<file path="src/rtl/crab_pkg.sv">
package crab_pkg;

  typedef enum logic [1:0] {
    ST_WAIT_HIGH,
    ST_ARMED,
    ST_MEASURE,
    ST_LOCKED
  } crab_state_e;

  // clock cycles per bit for rate index k
  function automatic int unsigned rate_period(input int unsigned clk_hz,
                                              input int unsigned base_baud,
                                              input int unsigned k);
    return clk_hz / (base_baud << k);
  endfunction

  // decision point between index k and index k+1
  function automatic int unsigned rate_threshold(input int unsigned clk_hz,
                                                 input int unsigned base_baud,
                                                 input int unsigned k);
    return (rate_period(clk_hz, base_baud, k) +
            rate_period(clk_hz, base_baud, k + 1)) / 2;
  endfunction

  function automatic int unsigned glitch_cycles(input int unsigned clk_hz,
                                                input int unsigned base_baud,
                                                input int unsigned n_rates);
    int unsigned g;
    g = rate_period(clk_hz, base_baud, n_rates - 1) / 4;
    return (g == 0) ? 1 : g;
  endfunction

  function automatic int unsigned min_width(input int unsigned clk_hz,
                                            input int unsigned base_baud,
                                            input int unsigned n_rates);
    int unsigned p;
    p = rate_period(clk_hz, base_baud, n_rates - 1);
    return p - p / 4;
  endfunction

  function automatic int unsigned max_width(input int unsigned clk_hz,
                                            input int unsigned base_baud);
    int unsigned p;
    p = rate_period(clk_hz, base_baud, 0);
    return p + p / 4;
  endfunction

endpackage

</file>
<file path="src/rtl/crab_sync.sv">
module crab_sync (
  input  logic clk,
  input  logic rst_n,
  input  logic din,
  output logic dout
);
  logic meta_q;
  logic sync_q;

  // idle level of the line is high, so both stages reset high
  always_ff @(posedge clk or negedge rst_n) begin
    if (!rst_n) begin
      meta_q <= 1'b1;
      sync_q <= 1'b1;
    end else begin
      meta_q <= din;
      sync_q <= meta_q;
    end
  end

  assign dout = sync_q;
endmodule

</file>
<file path="src/rtl/crab_deglitch.sv">
module crab_deglitch #(
  parameter int unsigned GL = 13
) (
  input  logic clk,
  input  logic rst_n,
  input  logic din,
  output logic dout
);
  localparam int unsigned RUN_W = $clog2(GL + 1);

  logic             level_q;
  logic [RUN_W-1:0] run_q;

  // level follows din only after GL consecutive differing samples
  always_ff @(posedge clk or negedge rst_n) begin
    if (!rst_n) begin
      level_q <= 1'b1;
      run_q   <= '0;
    end else if (din == level_q) begin
      run_q <= '0;
    end else if (run_q == RUN_W'(GL - 1)) begin
      level_q <= din;
      run_q   <= '0;
    end else begin
      run_q <= run_q + 1'b1;
    end
  end

  assign dout = level_q;
endmodule

</file>
<file path="src/rtl/crab_measure.sv">
module crab_measure
  import crab_pkg::*;
#(
  parameter int unsigned CNT_W = 14,
  parameter int unsigned WMAX  = 4166
) (
  input  logic             clk,
  input  logic             rst_n,
  input  logic             line,
  input  logic             take,
  output logic [CNT_W-1:0] width,
  output logic             done
);
  crab_state_e      state_q;
  logic [CNT_W-1:0] cnt_q;

  // a low run has just ended; width holds its length
  assign done  = (state_q == ST_MEASURE) && line;
  assign width = cnt_q;

  always_ff @(posedge clk or negedge rst_n) begin
    if (!rst_n) begin
      state_q <= ST_WAIT_HIGH;
      cnt_q   <= '0;
    end else begin
      unique case (state_q)
        ST_WAIT_HIGH: if (line) state_q <= ST_ARMED;
        ST_ARMED: begin
          if (!line) begin
            state_q <= ST_MEASURE;
            cnt_q   <= CNT_W'(1);
          end
        end
        ST_MEASURE: begin
          if (line) begin
            state_q <= take ? ST_LOCKED : ST_ARMED;
          end else if (cnt_q >= CNT_W'(WMAX)) begin
            state_q <= ST_WAIT_HIGH;
          end else begin
            cnt_q <= cnt_q + 1'b1;
          end
        end
        ST_LOCKED: state_q <= ST_LOCKED;
        default:   state_q <= ST_WAIT_HIGH;
      endcase
    end
  end
endmodule

</file>
<file path="src/rtl/crab_classify.sv">
module crab_classify
  import crab_pkg::*;
#(
  parameter int unsigned CLK_HZ    = 1000000,
  parameter int unsigned BASE_BAUD = 300,
  parameter int unsigned NUM_RATES = 7,
  parameter int unsigned CNT_W     = 14,
  parameter int unsigned IDX_W     = 3,
  parameter int unsigned WMIN      = 39,
  parameter int unsigned WMAX      = 4166
) (
  input  logic [CNT_W-1:0] width,
  output logic [IDX_W-1:0] idx,
  output logic             in_range
);
  logic [NUM_RATES-2:0] slower_than;

  // one comparator per boundary between neighbouring rates
  for (genvar k = 0; k < NUM_RATES - 1; k++) begin : g_thr
    localparam int unsigned TH = rate_threshold(CLK_HZ, BASE_BAUD, k);
    assign slower_than[k] = (width < CNT_W'(TH));
  end

  always_comb begin
    idx = '0;
    for (int k = 0; k < NUM_RATES - 1; k++) begin
      idx = idx + IDX_W'(slower_than[k]);
    end
  end

  assign in_range = (width >= CNT_W'(WMIN)) && (width <= CNT_W'(WMAX));
endmodule

</file>
<file path="src/rtl/cr_autobaud.sv">
module cr_autobaud
  import crab_pkg::*;
#(
  parameter int unsigned CLK_HZ    = 1000000,
  parameter int unsigned BASE_BAUD = 300,
  parameter int unsigned NUM_RATES = 7,
  parameter int unsigned IDX_W     = $clog2(NUM_RATES),
  parameter int unsigned DIV_W     = $clog2(CLK_HZ / BASE_BAUD + 1)
) (
  input  logic             clk,
  input  logic             rst_n,
  input  logic             rx_in,
  output logic             rate_locked,
  output logic [IDX_W-1:0] rate_idx,
  output logic [DIV_W-1:0] baud_div,
  output logic             signon
);
  localparam int unsigned GL    = glitch_cycles(CLK_HZ, BASE_BAUD, NUM_RATES);
  localparam int unsigned WMIN  = min_width(CLK_HZ, BASE_BAUD, NUM_RATES);
  localparam int unsigned WMAX  = max_width(CLK_HZ, BASE_BAUD);
  localparam int unsigned CNT_W = $clog2(WMAX + 1) + 1;

  logic             rx_sync;
  logic             rx_clean;
  logic [CNT_W-1:0] meas_width;
  logic             meas_done;
  logic [IDX_W-1:0] cls_idx;
  logic             width_ok;
  logic [DIV_W-1:0] div_sel;
  logic [DIV_W-1:0] div_tab [NUM_RATES];

  crab_sync u_sync (
    .clk  (clk),
    .rst_n(rst_n),
    .din  (rx_in),
    .dout (rx_sync)
  );

  crab_deglitch #(.GL(GL)) u_dg (
    .clk  (clk),
    .rst_n(rst_n),
    .din  (rx_sync),
    .dout (rx_clean)
  );

  crab_measure #(.CNT_W(CNT_W), .WMAX(WMAX)) u_meas (
    .clk  (clk),
    .rst_n(rst_n),
    .line (rx_clean),
    .take (width_ok),
    .width(meas_width),
    .done (meas_done)
  );

  crab_classify #(
    .CLK_HZ   (CLK_HZ),
    .BASE_BAUD(BASE_BAUD),
    .NUM_RATES(NUM_RATES),
    .CNT_W    (CNT_W),
    .IDX_W    (IDX_W),
    .WMIN     (WMIN),
    .WMAX     (WMAX)
  ) u_cls (
    .width   (meas_width),
    .idx     (cls_idx),
    .in_range(width_ok)
  );

  for (genvar k = 0; k < NUM_RATES; k++) begin : g_div
    assign div_tab[k] = DIV_W'(rate_period(CLK_HZ, BASE_BAUD, k));
  end

  always_comb begin
    div_sel = '0;
    for (int k = 0; k < NUM_RATES; k++) begin
      if (cls_idx == IDX_W'(k)) div_sel = div_tab[k];
    end
  end

  always_ff @(posedge clk or negedge rst_n) begin
    if (!rst_n) begin
      rate_locked <= 1'b0;
      rate_idx    <= '0;
      baud_div    <= '0;
      signon      <= 1'b0;
    end else begin
      signon <= 1'b0;
      if (meas_done && width_ok && !rate_locked) begin
        rate_locked <= 1'b1;
        rate_idx    <= cls_idx;
        baud_div    <= div_sel;
        signon      <= 1'b1;
      end
    end
  end
endmodule

</file>
<file path="config.mk">
export PLATFORM = sky130hd
export DESIGN_NAME = cr_autobaud
export DESIGN_NICKNAME = d
export VERILOG_FILES = /design/src/rtl/crab_pkg.sv /design/src/rtl/crab_sync.sv /design/src/rtl/crab_deglitch.sv /design/src/rtl/crab_measure.sv /design/src/rtl/crab_classify.sv /design/src/rtl/cr_autobaud.sv
export SDC_FILE = /design/constraint.sdc
export NUM_CORES = 1
export LEC_CHECK = 0
export BUFFER_PORTS_ARGS = -buffer_cell sky130_fd_sc_hd__buf_4
export CAP_MARGIN = 30
export CORE_MARGIN = 5
export CORE_UTILIZATION = 25
export CTS_CLUSTER_DIAMETER = 200
export DETAILED_ROUTE_END_ITERATION = 10
export PLACE_DENSITY_LB_ADDON = 0.3
export SLEW_MARGIN = 20
export SYNTH_ARGS = -nofsm -noshare
export SYNTH_HDL_FRONTEND = slang
export SYNTH_HIERARCHICAL = 1
export SYNTH_SLANG_ARGS = --single-unit
export TNS_END_PERCENT = 5
</file>
<file path="constraint.sdc">
create_clock -name clk -period 3.2 [get_ports clk]
set_input_delay 0.16 -clock clk [delete_from_list [all_inputs] [get_ports clk]]
set_output_delay 0.16 -clock clk [all_outputs]
set_load 0.05 [all_outputs]
</file>
==> reports/metrics.csv <==
stage,metric,value,unit
outcome,status,"finished, violations left",
outcome,failing checks,negative setup slack,
finish,most frequent cells in the layout,"buf_4 (43), dfrtp_1 (37), nand2_1 (25)",
synth,synth unique cells,60,
sta,Slew headroom,59.6,%
drt,via count,1999,
worst_setup_path,Buf/Inv on CP,2,
worst_setup_path,"Largest delay share family, worst path",adder cells,
global_route,largest net degree at the start of global routing,41,
placed_design,I/O Buffers,19,
finish,NumNets Final,299,
sta,final worst path period need,3320,ps
worst_setup_path,RR Endpoint,baud_div[5],
sta,Worst-Margin Slew,601,ps
clocking,clock tree buffer depth,2,
sta,final worst slack,-120,ps
floorplanning,Initial Util,25.8,%
drt,antenna-violating nets left,0,
sta,Final TNS setup,-624,ps
sta,fmax,301,MHz
sta,clk_skew,4.60,ps
drt,Pre-antenna DRT Iters,4,
sta,Finish-stage setup viols,10,
synth,sequential-to-total area share from yosys stat,41.7,%
worst_setup_path,CP Data Required Time,3380,ps
clocking,Clock Latency Late Sink,300,ps
drt,drt wl/cell,13.8,µm
worst_setup_path,Stages on worst setup path,11,
worst_setup_path,Crit Path Max Fanout,4,
worst_setup_path,r2r worst-path depth,11,
sta,Final period util,104,%
global_route,first-pass GRT wire length,9830,µm
floorplanning,Die Height,108,µm
finish,# diodes,0,
worst_setup_path,Crit Reg-Reg Startpoint,u_meas/width[12],
power,Tot Pwr,1110,µW
sta,Hold WS,359,ps
floorplanning,Rows,35,
worst_setup_path,reg2reg setup slack,-120,ps
worst_setup_path,Crit path top cell by count,fa_2,
global_route,antenna violations before repair,0,
placed_design,HPWL after detailed placement,4200,µm
clocking,H-tree levels,2,
finish,Reg area,1000,µm²
synth,synthesized cell area,2410,µm²
placed_design,Place WS,-145,ps
finish,layout cells sized above 1,28.4,%
sta,RSZ-0062 raised after global routing,yes,
finish,area of the multi-input gates,1280,µm²
floorplanning,# IOs,20,
global_route,grt ovf,0,
finish,"commonest non-fill, non-tap cell in the layout",buf_4,
synth,Avg Inst Size Synth,9.88,µm²
hold_path,Min-Delay Path Class,in -> async,
synth,post-synthesis async set-or-reset flop share,100,%
drt,drt drc,0,
worst_setup_path,Crit. End Element,register,
synth,Mapped Cells,244,
worst_setup_path,Startpoint Class,register,
clocking,Num CTS Buffers,5,
clocking,TritonCTS clock tree,done,
worst_setup_path,CP Cell Sequence,or3_4 > or2_4 > a211o_1 > fa_1 > inv_2 > fa_2 > fa_2 > buf_6 > nor2b_4 > a22oi_2 > o21ai_1,
finish,Finished Cell Area,3010,µm²
finish,Layout area overhead,24.8,%
synth,yosys warns,6,
job,Max-cap violations,0,
worst_setup_path,Crit Path Class,reg -> reg,
global_route,Total GRT Usage,10.5,%
worst_setup_path,CP max-delay cell,fa_2,
sta,Final Hold Fails,0,
placed_design,routability cong.,0.884,
synth,Synthesized Nets,255,
synth,number of synthesized flops with an enable pin,0,
placed_design,placed cell area,2840,µm²
floorplanning,core area,9330,µm²
floorplanning,Die X,108,µm
power,PwrDens,369,nW/µm²
clocking,CTS root buf,clkbuf_8,
drt,initial drt markers,108,
sta,Slew Limit Fails,0,
finish,Fillers,946,
floorplanning,die area,11700,µm²
worst_setup_path,crit-path max cell delay,570,ps
clocking,Worst-path clk slew,90,ps
drt,routed wire length,5770,µm
power,Static Leak,0.00137,µW
worst_setup_path,Critical Path AT,3500,ps
drt,Via density,4.78,
synth,"Primary FF master, synth",dfrtp_1,
clocking,clock sink count,40,
synth,synthesized flop and latch total,40,
global_route,vias in the first global route,2025,
power,maximum vdd drop,0.185,mV
[cells in the mapped netlist, types with 4 or more instances]
cell | count | area, µm²
o31ai_1 | 7 | 52.6
nand3_1 | 11 | 55.1
dfrtp_1 | 37 | 926
nand4_1 | 7 | 43.8
nand2_1 | 26 | 97.6
nor3_1 | 9 | 45.0
nor2_1 | 8 | 30.0
ha_1 | 5 | 62.6
o21ai_0 | 13 | 65.1
o211ai_1 | 7 | 52.6
nor2b_1 | 4 | 25.0
a21oi_1 | 10 | 50.1
and3_1 | 4 | 25.0
inv_1 | 15 | 56.3
[how the worst max path moves through the flow]
| stage | startpoint | slack [ps] | end |
|---|---|---|---|
| after floorplan | u_meas/width[12] | -80 | baud_div[7] |
| after global placement | u_meas/width[12] | -110 | baud_div[7] |
| after detailed placement | u_meas/width[12] | -140 | baud_div[7] |
| after CTS | u_meas/width[12] | -100 | baud_div[2] |
| after global routing | u_meas/width[12] | -240 | baud_div[6] |
| final | u_meas/width[12] | -120 | baud_div[5] |
[power by group]
part / internal (µW) / switching, µW
Combinational: 52.9 / 81.0
Sequential: 524 / 20.7
Clock: 235 / 197
[cells by family after synthesis]
kind of cell / after synthesis / share of synthesized area, %
AO/OA/AOI/OAI: 67 / 20.9
flip-flops: 40 / 41.7
AND/OR/NAND/NOR: 90 / 21.7
buffers and inverters: 28 / 5.76
XOR/XNOR: 4 / 1.45
adder cells (fa/ha/maj): 8 / 5.09
multiplexers: 7 / 3.43
[area by class of cell]
| cell class | instances | share of cell area (%) |
|---|---|---|
| multi-input combinational | 176 | 42.7 |
| sequential | 40 | 33.4 |
| clock buffer | 5 | 2.29 |
| inverter | 17 | 2.12 |
| clock inverter | 3 | 1.58 |
| tap | 129 | 5.37 |
| timing repair buffer | 48 | 12.5 |
[timing repair]
action	4_1_cts	5_1_grt
cloned	0	0
setup endpoints to repair	14	14
buffers inserted	1	0
hold buffers	2	0
hold endpoints to repair	38	0
gates resized for setup	7	5
pin swaps	3	1
[per-stage QoR]
stage | cells | utilization, %
finish | 418 | 32.2
global route | 418 | 32.2
CTS | 418 | 32.2
detailed placement | 407 | 30.4
global placement | 407 | 30.4
floorplan | 244 | -
[worst reg2reg max path: stages, from the launching register on]
cell     delay, ps
dfrtp_1        380
or3_4          390
or2_4          270
a211o_1        250
fa_1           530
inv_2           40
fa_2           370
fa_2           570
buf_6          130
nor2b_4         50
a22oi_2        150
o21ai_1         70
[metal layers]
layer | up-vias | global-route usage [%] | routed length [µm]
met5 | - | 0 | 0
met4 | 0 | 4.33 | 107
met3 | 8 | 1.97 | 212
met2 | 28 | 16.8 | 2810
met1 | 969 | 14.0 | 2640
li1 | 994 | - | -
[registers in the layout, summed over array words and instances, names as in the netlist]
signal          count
baud_div           12
rate_idx            3
rate_locked         1
signon              1
u_dg/dout           1
u_dg/run_q          4
u_meas/state_q      2
u_meas/width       14
u_sync/dout         1
u_sync/meta_q       1
Power figures use the tool's default switching activity.
